**src/rtl/glf_pkg.sv**
```systemverilog
package glf_pkg;

  // Strobes passed from the mode control to the datapath
  typedef struct packed {
    logic load;    // ordinary update with the active mode
    logic shift;   // gear-shift sample: hold output, preload state
    logic trk;     // active mode is tracking
    logic tgtTrk;  // mode being switched to
  } glfStrobe_t;

endpackage

```
**src/rtl/glf_ctrl.sv**
```systemverilog
module glf_ctrl
  import glf_pkg::*;
(
  input  logic       clk,
  input  logic       rst_n,
  input  logic       phValid,
  input  logic       trackMode,
  output glfStrobe_t strb
);

  logic activeTrk;

  always_ff @(posedge clk) begin
    if (!rst_n) begin
      activeTrk <= 1'b0;
    end else if (phValid) begin
      activeTrk <= trackMode;
    end
  end

  always_comb begin
    strb.shift  = phValid && (trackMode != activeTrk);
    strb.load   = phValid && (trackMode == activeTrk);
    strb.trk    = activeTrk;
    strb.tgtTrk = trackMode;
  end

endmodule

```
**src/rtl/glf_iir_stage.sv**
```systemverilog
module glf_iir_stage #(
  parameter int W   = 16,
  parameter int SHW = 4
) (
  input  logic                clk,
  input  logic                rst_n,
  input  logic                en,
  input  logic                init,
  input  logic signed [W-1:0] initVal,
  input  logic signed [W-1:0] x,
  input  logic [SHW-1:0]      k,
  output logic signed [W-1:0] y,
  output logic signed [W-1:0] yNext
);

  logic signed [W:0] diff;
  logic signed [W:0] step;
  logic signed [W:0] sumW;

  always_comb begin
    diff  = {x[W-1], x} - {y[W-1], y};
    step  = diff >>> k;
    sumW  = {y[W-1], y} + step;
    // the result lies between x and y, so it fits in W bits
    yNext = sumW[W-1:0];
  end

  always_ff @(posedge clk) begin
    if (!rst_n) begin
      y <= '0;
    end else if (init) begin
      y <= initVal;
    end else if (en) begin
      y <= yNext;
    end
  end

endmodule

```
**src/rtl/glf_datapath.sv**
```systemverilog
module glf_datapath
  import glf_pkg::*;
#(
  parameter int PE_W   = 10,
  parameter int TW_W   = 16,
  parameter int NSTAGE = 4,
  parameter int SHW    = 4
) (
  input  logic                     clk,
  input  logic                     rst_n,
  input  glfStrobe_t               strb,
  input  logic signed [PE_W-1:0]   phErr,
  input  logic [SHW-1:0]           acqPropShift,
  input  logic [SHW-1:0]           trkPropShift,
  input  logic [SHW-1:0]           trkIntShift,
  input  logic [NSTAGE*SHW-1:0]    iirShift,
  output logic signed [TW_W-1:0]   tuneWord
);

  localparam int SHMAX  = (1 << SHW) - 1;
  localparam int PWIDTH = PE_W + SHMAX;
  localparam int AW     = ((PWIDTH > TW_W) ? PWIDTH : TW_W) + 2;
  localparam longint TWMAXL = (longint'(1) <<< (TW_W - 1)) - 1;
  localparam logic signed [AW-1:0] SAT_HI = AW'(TWMAXL);
  localparam logic signed [AW-1:0] SAT_LO = -SAT_HI - AW'(1);

  function automatic logic signed [AW-1:0] scaleErr(
    input logic signed [PE_W-1:0] e,
    input logic [SHW-1:0]         s
  );
    logic signed [AW-1:0] wide;
    wide = AW'(e);
    return wide <<< s;
  endfunction

  function automatic logic signed [AW-1:0] ext(input logic signed [TW_W-1:0] v);
    return AW'(v);
  endfunction

  function automatic logic signed [TW_W-1:0] satTw(input logic signed [AW-1:0] v);
    logic signed [TW_W-1:0] r;
    if (v > SAT_HI) begin
      r = SAT_HI[TW_W-1:0];
    end else if (v < SAT_LO) begin
      r = SAT_LO[TW_W-1:0];
    end else begin
      r = v[TW_W-1:0];
    end
    return r;
  endfunction

  logic signed [TW_W-1:0] intAcc;
  logic signed [TW_W-1:0] intNext;
  logic signed [TW_W-1:0] piSum;
  logic signed [TW_W-1:0] preload;
  logic [SHW-1:0]         pSel;
  logic                   pUseTrk;
  logic signed [AW-1:0]   pTerm;
  logic signed [AW-1:0]   iTerm;

  logic signed [TW_W-1:0] yArr     [NSTAGE];
  logic signed [TW_W-1:0] yNextArr [NSTAGE];
  logic                   iirEn;

  always_comb begin
    // on a gear shift the proportional gain of the target mode is used
    pUseTrk = strb.shift ? strb.tgtTrk : strb.trk;
    pSel    = pUseTrk ? trkPropShift : acqPropShift;
    pTerm   = scaleErr(phErr, pSel);
    iTerm   = scaleErr(phErr, trkIntShift);
    intNext = strb.trk ? satTw(ext(intAcc) + iTerm) : intAcc;
    piSum   = satTw(pTerm + ext(intNext));
    preload = satTw(ext(tuneWord) - pTerm);
    iirEn   = strb.load && strb.trk;
  end

  for (genvar g = 0; g < NSTAGE; g++) begin : g_iir
    logic signed [TW_W-1:0] stageIn;
    if (g == 0) begin : g_first
      assign stageIn = piSum;
    end else begin : g_rest
      assign stageIn = yArr[g-1];
    end
    glf_iir_stage #(
      .W   (TW_W),
      .SHW (SHW)
    ) u_stage (
      .clk     (clk),
      .rst_n   (rst_n),
      .en      (iirEn),
      .init    (strb.shift),
      .initVal (tuneWord),
      .x       (stageIn),
      .k       (iirShift[g*SHW +: SHW]),
      .y       (yArr[g]),
      .yNext   (yNextArr[g])
    );
  end

  always_ff @(posedge clk) begin
    if (!rst_n) begin
      intAcc   <= '0;
      tuneWord <= '0;
    end else if (strb.shift) begin
      intAcc   <= preload;
    end else if (strb.load) begin
      intAcc   <= intNext;
      tuneWord <= strb.trk ? yNextArr[NSTAGE-1] : piSum;
    end
  end

endmodule

```
**src/rtl/gear_loop_filter.sv**
```systemverilog
module gear_loop_filter
  import glf_pkg::*;
#(
  parameter int PE_W   = 10,
  parameter int TW_W   = 16,
  parameter int NSTAGE = 4,
  parameter int SHW    = 4
) (
  input  logic                    clk,
  input  logic                    rst_n,
  input  logic signed [PE_W-1:0]  phErr,
  input  logic                    phValid,
  input  logic                    trackMode,
  input  logic [SHW-1:0]          acqPropShift,
  input  logic [SHW-1:0]          trkPropShift,
  input  logic [SHW-1:0]          trkIntShift,
  input  logic [NSTAGE*SHW-1:0]   iirShift,
  output logic signed [TW_W-1:0]  tuneWord
);

  glfStrobe_t strb;

  glf_ctrl u_ctrl (
    .clk       (clk),
    .rst_n     (rst_n),
    .phValid   (phValid),
    .trackMode (trackMode),
    .strb      (strb)
  );

  glf_datapath #(
    .PE_W   (PE_W),
    .TW_W   (TW_W),
    .NSTAGE (NSTAGE),
    .SHW    (SHW)
  ) u_dp (
    .clk          (clk),
    .rst_n        (rst_n),
    .strb         (strb),
    .phErr        (phErr),
    .acqPropShift (acqPropShift),
    .trkPropShift (trkPropShift),
    .trkIntShift  (trkIntShift),
    .iirShift     (iirShift),
    .tuneWord     (tuneWord)
  );

endmodule

```
**config.mk**
```make
export PLATFORM = sky130hd
export DESIGN_NAME = gear_loop_filter
export DESIGN_NICKNAME = d
export VERILOG_FILES = /design/src/rtl/glf_pkg.sv /design/src/rtl/glf_ctrl.sv /design/src/rtl/glf_iir_stage.sv /design/src/rtl/glf_datapath.sv /design/src/rtl/gear_loop_filter.sv
export SDC_FILE = /design/constraint.sdc
export NUM_CORES = 1
export LEC_CHECK = 0
export ABC_AREA = 1
export BUFFER_PORTS_ARGS = -buffer_cell sky130_fd_sc_hd__buf_4
export CORE_MARGIN = 5
export CORE_UTILIZATION = 59
export CTS_CLUSTER_DIAMETER = 120
export DETAILED_ROUTE_END_ITERATION = 8
export GPL_TIMING_DRIVEN = 0
export HOLD_SLACK_MARGIN = 0.12
export PLACE_DENSITY = 0.84
export SYNTH_ARGS = -nofsm -noshare
export SYNTH_HDL_FRONTEND = slang
export SYNTH_SLANG_ARGS = --single-unit
```
**constraint.sdc**
```tcl
create_clock -name clk -period 12.6 [get_ports clk]
set_input_delay 1.89 -clock clk [delete_from_list [all_inputs] [get_ports clk]]
set_output_delay 1.89 -clock clk [all_outputs]
set_load 0.02 [all_outputs]
```
; Word-level counts from Yosys, hierarchy flattened
; Index checks and enable logic that the tools add are counted.
[totals]
in_bits = 42
ff_bits = 97
output_inout_bits = 16
[op_classes]
n_eq_ne = 2
reduce_logical = 6
bitwise_logic = 1
n_addsub = 11
order_cmp = 6
n_shift = 6
mux = 20
[op_table]
columns = cell, n
row1 = $mux W16, 18
row2 = $gt A27 B16 Y1 const B, 3
row3 = $lt A27 B16 Y1 const B, 3
row4 = $sshr A17 B4 Y16, 4
row5 = $sub A16 B16 Y17, 4
row6 = $add A16 B16 Y16, 4
row7 = $sshl A10 B4 Y27, 2
row8 = $add A16 B27 Y27, 1
row9 = $add A27 B16 Y27, 1
row10 = $sub A16 B27 Y27, 1
row11 = $mux W4, 1
row12 = $reduce_bool A2 Y1, 2
row13 = $logic_and A1 B1 Y1, 3
row14 = $reduce_and A2 Y1, 1
row15 = $eq A1 B1 Y1, 1
row16 = $mux W1, 1
row17 = $ne A1 B1 Y1, 1
row18 = $not A1 Y1, 1

; Longest topological paths before layout
; Gate-level depths: netlist of the first run.
[logic_depth]
depth_word = 15
mapped_depth = 102
ltp_nobuf = 101

; Cells and area by module
; Synthesis of the first run repeated with hierarchy kept, for this count alone.
[unflattened]
cells_unflattened = 3547
area_unflattened_um2 = 19905.3
[by_module_without_submodules]
columns = module, area_each_um2, n_inst, cells_each
row1 = glf_datapath, 8215.4, 1, 1539
row2 = glf_iir_stage (u_dp.g_iir[3].u_stage), 2929.1, 1, 508
row3 = glf_iir_stage (u_dp.g_iir[1].u_stage), 2910.3, 1, 493
row4 = glf_iir_stage (u_dp.g_iir[0].u_stage), 2896.5, 1, 502
row5 = glf_iir_stage (u_dp.g_iir[2].u_stage), 2865.2, 1, 488
row6 = glf_ctrl, 88.8, 1, 17

; Least setup slack after synthesis of the first run
; OpenSTA, ideal clock, no wires.
[synth_path]
path_type = input port to flip-flop
startpoint = input trkIntShift[1]
endpoint = register u_dp.g_iir[0].u_stage.y[15]
path_stages = 93
n_path_buf = 3
t_required_ps = 12461
path_slack_ps = -355
setup_time_ps = 139
t_arrival_ps = 12816
cell_sequence = inv_1 -> clkbuf_1 -> nand2_1 -> inv_1 -> nand2_1 -> nor2_1 -> ha_1 -> inv_1 -> fa_1 -> inv_1 -> nand3_1 -> nand3_2 -> nand2_1 -> nand2_2 -> nand2_1 -> nand3_1 -> nand2_1 -> nand2_1 -> (+57 left out) -> inv_1 -> o21ai_0 -> inv_1 -> o21ai_0 -> inv_1 -> o21ai_0 -> inv_1 -> o21ai_0 -> inv_1 -> nor2_1 -> nor2_1 -> nor2_1 -> nor2_1 -> xor2_1 -> inv_1 -> or2_2 -> nand3_1 -> a221oi_1
[synth_via]
elab_chain_len = 15
[synth_rtl]
columns = item, line_no
row1 = from (decl), gear_loop_filter.sv:16  ; input logic [SHW-1:0] trkIntShift,
row2 = $sshl A10 B4 Y27 *, glf_datapath.sv:33  ; return wide <<< s;
row3 = $add A16 B27 Y27 *, glf_datapath.sv:71  ; intNext = strb.trk ? satTw(ext(intAcc) + iTerm) : intAcc;
row4 = $lt A27 B16 Y1, glf_datapath.sv:44  ; end else if (v < SAT_LO) begin
row5 = $mux W16, glf_datapath.sv:44
row6 = $mux W16 *, glf_datapath.sv:42  ; if (v > SAT_HI) begin
row7 = $mux W16 *, glf_datapath.sv:71
row8 = $add A27 B16 Y27 *, glf_datapath.sv:72  ; piSum = satTw(pTerm + ext(intNext));
row9 = $lt A27 B16 Y1, glf_datapath.sv:44
row10 = $mux W16, glf_datapath.sv:44
row11 = $mux W16 *, glf_datapath.sv:42
row12 = $sub A16 B16 Y17 *, glf_iir_stage.sv:21  ; diff = {x[W-1], x} - {y[W-1], y};
row13 = $sshr A17 B4 Y16 *, glf_iir_stage.sv:22  ; step = diff >>> k;
row14 = $add A16 B16 Y16 *, glf_iir_stage.sv:23  ; sumW = {y[W-1], y} + step;
row15 = $mux W16 *, glf_iir_stage.sv:33  ; end else if (en) begin
row16 = $mux W16 *, glf_iir_stage.sv:31  ; end else if (init) begin
row17 = to (signal assigned), glf_iir_stage.sv:32  ; y <= initVal;
row18 = to (signal assigned), glf_iir_stage.sv:34  ; y <= yNext;
row19 = to (decl), glf_iir_stage.sv:12  ; output logic signed [W-1:0] y,
; Mark *: on every way between the ends. The rest lies on a longest branch, timed or not. The select of a mux whose other input is x is not followed.
; A chain may end at the register's enable or synchronous reset.

; Worst setup path in the final report of the first run
[layout_path]
startpoint = input trkIntShift[2]
endpoint = register u_dp.g_iir[0].u_stage.y[15]
; Same word-level chain as after synthesis.

==> results, run 1 <==
- The post-synthesis cell count is 3155.
- The core region is 30600 µm².
- The hold violation total from the final report is 0.
- After floorplanning, the core was divided into 64 placement rows.
- The kind of critical path is in -> reg.
- The dominant cell type by count on the critical path is sky130_fd_sc_hd__nand2_1.
- Hold is met by 513 ps.
- The share of the clock period used by the worst path after layout is 1.01.
- In this run the vertical extent of the chip is 186 µm.
- For this run, design rule violations remaining after detail routing come to 0.
- The run finished, with violations left.
- The worst path in the final design needs a cycle of 12670 ps, including I/O delays and setup.
- The clock buffer count from CTS is 9.
- The clock slew seen by the registers of the worst setup and hold paths is 80 ps.
- For this run, the total global-route usage over all layers was measured as 0.332.
- The number of different library cells used by synthesis comes to 57.
- The net count reported at finish is 3555.
- Clock tree synthesis found a total of 97 sinks.
- The global-route wire length before repair is 94.3 mm.
- The die is 186 µm wide.
- The number of buffers inserted by port buffering is 48.
- The congestion estimate from routability-driven global placement came to 1.00.
- The floorplan step defined a die boundary enclosing 34700 µm².
- Leaving out fill and tap cells, the most frequent cells in the layout are sky130_fd_sc_hd__nand2_1 (824), sky130_fd_sc_hd__inv_1 (450), sky130_fd_sc_hd__a21oi_1 (268).
- The total of warnings raised by yosys is 0.
- The repair_antennas step left the layout with diodes totalling 0.
- After synthesis the cells add up to 18300 µm².
- The depth of the worst register-to-register path is 84.
- The most critical setup path has its endpoint at u_dp.g_iir[0].u_stage.y[15].
- Dividing the detail-routed via count by the number of cells gives 5.96.
- The share of the Yosys chip area taken by registers is 0.106.
- The maximum number of pins on one net before global-route repair is 21.
- The root buffer selected by CTS is sky130_fd_sc_hd__clkbuf_16.
- The path class of the tightest hold or removal check is reg -> reg.
- The final reports fail on negative setup slack.
- The overall overflow remaining after global route is 0.
- Counting flops with a built-in enable in the synthesized netlist gives 0.
- In this run the tightest slew margin relative to its limit is 0.0695.
- In this run the worst path has a maximum fanout of 10.
- Summed over all nets, the half-perimeter wirelength after detailed placement is 48.3 mm.
- The total count of max-transition violations in the final report was 0.
- The critical path starts at trkIntShift[2].
- Dividing the detail-routed wire length by the instance count gives 17.0 µm.
- The endpoint identified for the worst register-to-register timing path is u_dp.g_iir[0].u_stage.y[15].
- The kind of end point of the critical path is a register.
- The via count of the first global-routing pass was 19592.
- The number of setup violations in the final report is 2.
- The number of detailed-routing iterations run before antenna repair is 6.
- The final clock skew is 18.7 ps.
- At the pin with the least slew margin, the transition time is 1400 ps.
- The startpoint type of the worst setup path is an input port.
- At the end of the flow the core is filled with cells to 0.697.
- In this design, the stage delay of the slowest critical-path cell is 450 ps.
- The clock tree from TritonCTS is done.
- After detailed placement, the total cell area comes to 19200 µm².
- The final routed wirelength across all metal layers is 63.1 mm.
- The library cell used most frequently in the layout, excluding fill and tap cells, is sky130_fd_sc_hd__nand2_1.
- The layout cell share with drive strength beyond 1 is 0.152.
- The setup check on the worst reg-to-reg path leaves a slack of 1440 ps.
- The pre-CTS setup slack is -2120 ps.
- The maximum vdd ir drop is 0.0000894 V.
- After routing the design area is 21300 µm².
- Across all setup checks in the final design, the least slack found is -71.8 ps.
- The number of nets in the synthesized netlist is 3406.
- In the synthesized netlist the dominant register cell turns out to be sky130_fd_sc_hd__dfxtp_1.
- The maximum clock rate is 0.0789 GHz.
- The number of antenna violations at the first check in global routing is 0.
- The launching point of the worst reg2reg path is u_dp.intAcc[15].
- The clock insertion delay at the later pin of the skew report is 370 ps.
- Detailed routing inserted a total of 22075 vias.
- The number of violations reported at the end of detailed-routing iteration 0 is 1976.
- The tool flagged a number of max-cap violations equal to 0.
- The largest individual stage delay along the critical path comes from the cell sky130_fd_sc_hd__nor3_1.
- The antenna violation net count after detailed routing is 0.
- Setup repair after global routing could not meet its margin everywhere.
- The number of synthesized register bits is 97.
- The required time of the critical path is 12820 ps.
- The number of H-tree levels is 3.
- The clock passes through at most 2 buffers.
- Counting flops with an async set or reset pin after synthesis yields a share of 0.
- In this run the static leakage power is 10.9 nW.
- For the worst setup path, the data arrival time is 12890 ps.
- The effective utilization at floorplan is 0.599.
- The count of hold-fix buffers inserted at cts is 0.
- The power density normalized to cell area is 169 nW/µm².
- The count of boundary I/O pins is 58.
- The average footprint of a synthesized cell is 5.80 µm².
- Compared with the post-synthesis result, the final layout area differs by 16.5%.
## final cells by class
cell class              instances  area (µm²)
plain buffers                  95         447
clock buffers                   9         225
clock inverters                 7        83.8
fillers                      2617        9260
inverters                     483        1830
multi-input cells            2480       15200
flip-flops and latches         97        1940
well taps                     396         495
repair buffers                138        1090
## how the worst min path moves through the flow
| stage | to | from | depth (start not counted) |
|---|---|---|---|
| global placement | u_dp.intAcc[5] | u_dp.intAcc[5] | 2 |
| finish | u_dp.intAcc[5] | u_dp.intAcc[5] | 2 |
| global route | u_dp.intAcc[9] | u_dp.intAcc[9] | 2 |
| detailed placement | u_dp.intAcc[10] | u_dp.intAcc[10] | 2 |
| floorplan | u_dp.intAcc[8] | u_dp.intAcc[8] | 2 |
| CTS | u_dp.intAcc[10] | u_dp.intAcc[10] | 2 |
## state kept, by name (all words and copies together), names as in the netlist
| register | count |
|---|---|
| u_ctrl.activeTrk | 1 |
| u_dp.g_iir.u_stage.y | 64 |
| u_dp.intAcc | 16 |
| u_dp.tuneWord | 16 |
## synthesized netlist by cell type (all sizes together), types with 3 or more instances
| cell | instances | share of area |
|---|---|---|
| a21o | 7 | 0.0029 |
| a21oi | 306 | 0.086 |
| a221oi | 62 | 0.030 |
| a31oi | 8 | 0.0027 |
| and2 | 4 | 0.0014 |
| buf | 16 | 0.0059 |
| clkbuf | 79 | 0.016 |
| clkinv | 10 | 0.0021 |
| dfxtp | 97 | 0.11 |
| fa | 11 | 0.012 |
| ha | 198 | 0.14 |
| inv | 473 | 0.097 |
| mux2i | 17 | 0.0093 |
| nand2 | 906 | 0.19 |
| nand3 | 153 | 0.048 |
| nand3b | 10 | 0.0048 |
| nand4 | 19 | 0.0068 |
| nor2 | 201 | 0.044 |
| nor3 | 27 | 0.0077 |
| nor4 | 3 | 0.0010 |
| o2111ai | 3 | 0.0014 |
| o211ai | 17 | 0.0070 |
| o21a | 7 | 0.0029 |
| o21ai | 339 | 0.093 |
| o21bai | 15 | 0.0062 |
| o221ai | 10 | 0.0048 |
| o31ai | 6 | 0.0025 |
| or2 | 30 | 0.010 |
| xnor2 | 34 | 0.016 |
| xor2 | 77 | 0.037 |
## through the flow
step                      TNS (ps)  power [mW]  std cells
after CTS                    -74.9        3.31       3654
after detailed placement    -12230        2.89       3600
after global placement      -11240        2.83       3599
after floorplan                  0        2.33       3155
final                         -119        3.60       3705
after global routing         -3220        3.92       3705
## per-layer routing
layer,vias up,track usage,routed length (µm)
li1,10757,-,-
met1,10047,0.420,25300
met2,1017,0.571,29200
met3,254,0.0387,5000
met4,0,0.143,3670
met5,-,0,0
## power by group
group / internal (mW) / switching (mW)
Sequential: 0.348 / 0.0570
Combinational: 1.09 / 1.81
Clock: 0.142 / 0.151
## kinds of logic (layout without fill, tap and decap cells)
kind of cell	count (synthesis)	in the layout	share of synthesized area
AO/OA/AOI/OAI	789	789	0.244
buffers and inverters	578	732	0.121
flip-flops	97	97	0.106
multiplexers	17	17	0.00929
AND/OR/NAND/NOR	1354	1354	0.319
XOR/XNOR	111	111	0.0531
adder cells (fa/ha/maj)	209	209	0.147
## worst max-delay path, delay by kind of cell
family          cells  cell delay (ps)
compound gates     24             3190
buf+inv            15             1550
simple gates       42             4610
xor+xnor            2              300
fa+ha+maj           5             1360
## repair_timing
action | 4_1_cts | 5_1_grt
endpoints found under the setup margin | 10 | 12
pin swaps | 63 | 139
gates cloned | 0 | 1
buffers inserted | 38 | 50
gates resized for setup | 128 | 204
Note: power is estimated with default switching activity, not from simulation.
==> run 2, diff against run 1 <==
--- a/config.mk
+++ b/config.mk
@@ -14,6 +14,7 @@
 export GPL_TIMING_DRIVEN = 0
 export HOLD_SLACK_MARGIN = 0.12
 export PLACE_DENSITY = 0.84
+export SETUP_SLACK_MARGIN = 0.4
 export SYNTH_ARGS = -nofsm -noshare
 export SYNTH_HDL_FRONTEND = slang
 export SYNTH_SLANG_ARGS = --single-unit
==> run 2 against run 1 <==
Via count up 3.5%. Register-to-register slack worse by 640 ps. The flow finishes with violations (max-capacitance violations, negative setup slack). Highest routed layer unchanged. Clock skew down 3.1 ps. First-iteration DRC count up 13%. Critical path depth up 7. Die area unchanged. Largest cell class unchanged. Final area up 3.4%. Clock power up 12%. Non-clock buffer count up 38. Total power up 7.5%. Routed wire length up 6.3%. Final cell count up 1.0%.
==> results, run 2 (synthesis gave the netlist of run 1 again) <==
- The critical path ends at u_dp.g_iir[0].u_stage.y[15].
- The transition time at the pin with the least slew margin was 1480 ps (+87.6 ps).
- The number of diodes came to 0 (unchanged).
- The flip-flop count of the largest register after layout is 64 (unchanged).
- The global placer's final weighted congestion is 0.993 (-1.1%).
- The final period demand of the worst path is 13130 ps (+463 ps).
- The critical path arrival was 13420 ps (+530 ps).
- The worst hold path belongs to the class reg -> reg.
- The detailed placer's ending HPWL is 48.8 mm (+1.1%).
- The combinational share of power is 0.811 (+0.005).
- The maximum fanout along the worst path is 8 (-2).
- The internal power of the cells is 1.73 mW (+9.4%).
- The number of buffers inserted by port buffering came to 48 (unchanged).
- The fraction of power spent switching nets was 0.553 (-0.00754).
- The share of the clock period used by the worst path after layout is 1.04 (+0.0367).
- The overall die area was 34700 µm² (unchanged).
- The aggregate negative setup slack came to -548 ps (-429 ps).
- The maximum vdd ir drop is 0.0000900 V (+0.58%).
- The worst setup slack for register-to-register paths is 800 ps (-640 ps).
- The maximum clock rate was 0.0761 GHz (-3.5%).
- TritonCTS built the clock tree.
- The number of violations reported at the end of detailed-routing iteration 0 was 2232 (+13%).
- Setup repair after global routing could not meet its margin everywhere.
- The leakage power of the design is 11.2 nW (+2.8%).
- The effective utilization at floorplan came to 0.599 (unchanged).
- The kind of end point of the critical path is a register.
- The power density normalized to cell area is 175 nW/µm² (+4.0%).
- The total via count in the routed design was 22845 (+3.5%).
- The detailed-route vias per instance is 6.10 (+2.4%).
- The register bank with the most flops is u_dp.g_iir.u_stage.y.
- The overall overflow remaining after global route was 0 (unchanged).
- In this run the clock root is driven by a sky130_fd_sc_hd__clkbuf_16.
- The cell type group with the largest total delay on the critical path is simple AND/OR/NAND/NOR gates.
- The clock slew seen by the registers of the worst setup and hold paths is 80 ps (about the same).
- The fraction of power consumed by the clock network is 0.085 (+0.003).
- The maximum root-to-sink buffer count is 2 (unchanged).
- The clock insertion delay at the later pin of the skew report was 380 ps (about the same).
- The dominant cell type by count on the critical path is sky130_fd_sc_hd__nand2_1.
- The layout cell share with drive strength beyond 1 came to 0.181 (+0.0291).
- The area added between synthesis and finish is 20.4%.
- The maximum number of pins on one net before global-route repair is 17 (-19%).
- The count of hold-fix buffers inserted at cts was 0 (unchanged).
- The area of the core is 30600 µm² (unchanged).
- The clock buffer count from CTS is 9 (unchanged).
- The kind of critical path is in -> reg.
- The proportion of power drawn by flip-flops and latches is 0.105 (-0.008).
- The required time of the critical path is 12880 ps (+60 ps).
- The startpoint identified for the worst hold timing path is u_dp.intAcc[8].
- The final reports fail on max-capacitance violations, negative setup slack.
- The switching power is 2.14 mW (+6.1%).
- The overall die height was 186 µm (unchanged).
- The count of boundary I/O pins is 58 (unchanged).
- The total routing usage reported by global routing is 0.342 (+0.00974).
- The die width is 186 µm (unchanged).
- The total count of max-transition violations in the final report is 0 (unchanged).
- The number of setup violations in the final report is 2 (unchanged).
- The most frequent standard cell in the layout excluding fill and tap cells is sky130_fd_sc_hd__nand2_1.
- The count of buffering cells on the critical path with inverters included is 16 (+1).
- The global-route wire length before repair is 97.2 mm (+3.0%).
- The depth of the worst register-to-register path was 84 (unchanged).
- The critical path starts at trkIntShift[0].
- The final routed wirelength across all metal layers is 67.1 mm (+6.3%).
- The number of antenna violations at the first check in global routing is 0 (unchanged).
- In this run the critical register-to-register path is launched from u_dp.intAcc[15].
- The post-route DRC violation count is 0 (unchanged).
- The worst setup path is launched from an input port.
- The cell with the largest stage delay on the worst path is sky130_fd_sc_hd__fa_2.
- The number of detailed-routing iterations run before antenna repair came to 8 (+2).
- The final critical-path setup slack is -534 ps (-463 ps).
- The number of H-tree levels is 3 (unchanged).
- The worst slew margin relative to its limit came to 0.0110 (-0.0584).
- The worst register-to-register path ends at u_dp.g_iir[0].u_stage.y[15].
- The depth of the critical timing path with buffers and inverters included is 95 (+8.0%).
- The number of max-capacitance violations reported is 1 (+1).
- The core utilization of the finished layout is 0.721 (+0.0238).
- The net count reported at finish is 3593 (+1.1%).
- The largest registers in the layout are u_dp.g_iir.u_stage.y x64, u_dp.intAcc x16, u_dp.tuneWord x16.
- The hold violation total from the final report is 0 (unchanged).
- The wire length per cell after detailed routing is 17.9 µm (+5.3%).
- The via count of the first global-routing pass is 20393 (+4.1%).
- The delay of the slowest cell on the worst path is 370 ps (-80 ps).
- The top cell types in the final layout, fill and taps aside, are sky130_fd_sc_hd__nand2_1 (808), sky130_fd_sc_hd__inv_1 (442), sky130_fd_sc_hd__a21oi_1 (258).
- The antenna violation net count after detailed routing is 0 (unchanged).
- The flow ran to the end, but the final reports show violations.
- The row count was 64 (unchanged).
- The TritonCTS sink count is 97 (unchanged).
- The final clock skew is 15.6 ps (-3.08 ps).
run 2: how the worst min path moves through the flow:
stage                                end  slack (ps)  cells after the start
after floorplan           u_dp.intAcc[8]         460                      2
after global placement    u_dp.intAcc[7]         480                      2
after detailed placement  u_dp.intAcc[7]         480                      2
after CTS                 u_dp.intAcc[7]         490                      2
after global routing      u_dp.intAcc[2]         530                      2
final                     u_dp.intAcc[8]         530                      2
run 2: area by class of cell:
type                            instances  area (µm²)
Clock inverter                          6        90.1
Buffer                                 95         458
Tap cell                              396         495
Sequential cell                        97        1940
Timing Repair Buffer                  176        1420
Fill cell                            2488        8540
Clock buffer                           10         239
Multi-Input combinational cell       2480       15600
Inverter                              483        1830
run 2: per-stage QoR:
stage          std cells  total power, mW  instance area [µm²]  hold WS [ps]  setup WS (ps)
6_report            3743             3.87                22100           529           -534
4_1_cts             3685             3.40                20400           490          -6.38
3_5_place_dp        3600             2.89                19200           478          -1800
3_3_place_gp        3599             2.83                19200           483          -1660
5_1_grt             3743             4.16                22100           535          -1070
2_1_floorplan       3155             2.33                18300           457            425
run 2: power by group through the flow:
| stage | clock network, mW | registers [mW] | logic (mW) |
|---|---|---|---|
| 2_1_floorplan | 0 | 0.390 | 1.94 |
| 3_3_place_gp | 0 | 0.403 | 2.42 |
| 3_5_place_dp | 0 | 0.404 | 2.49 |
| 4_1_cts | 0.322 | 0.398 | 2.68 |
| 5_1_grt | 0.335 | 0.408 | 3.42 |
| 6_report | 0.327 | 0.405 | 3.14 |
run 2: timing repair:
item / in CTS / in global routing
endpoints found under the setup margin: 14 / 15
cloned: 1 / 2
gates resized for setup: 138 / 300
setup buffers: 68 / 56
pin swaps: 71 / 180
run 2: worst min-delay path, delay by kind of cell, from the launching register on:
kind / cells / cell delay, ps
AO/OA/AOI/OAI: 1 / 60
AND/OR/NAND/NOR: 1 / 80
flip-flops: 1 / 350
run 2: routing by layer:
layer | part of all wire | up-vias | wire length [µm] | global-route usage
met1 | 0.38 | 10318 | 25700 | 0.422
met2 | 0.46 | 1361 | 31100 | 0.586
met4 | 0.067 | 0 | 4510 | 0.173
met3 | 0.088 | 370 | 5890 | 0.0430
li1 | - | 10796 | - | -
met5 | 0 | - | 0 | 0
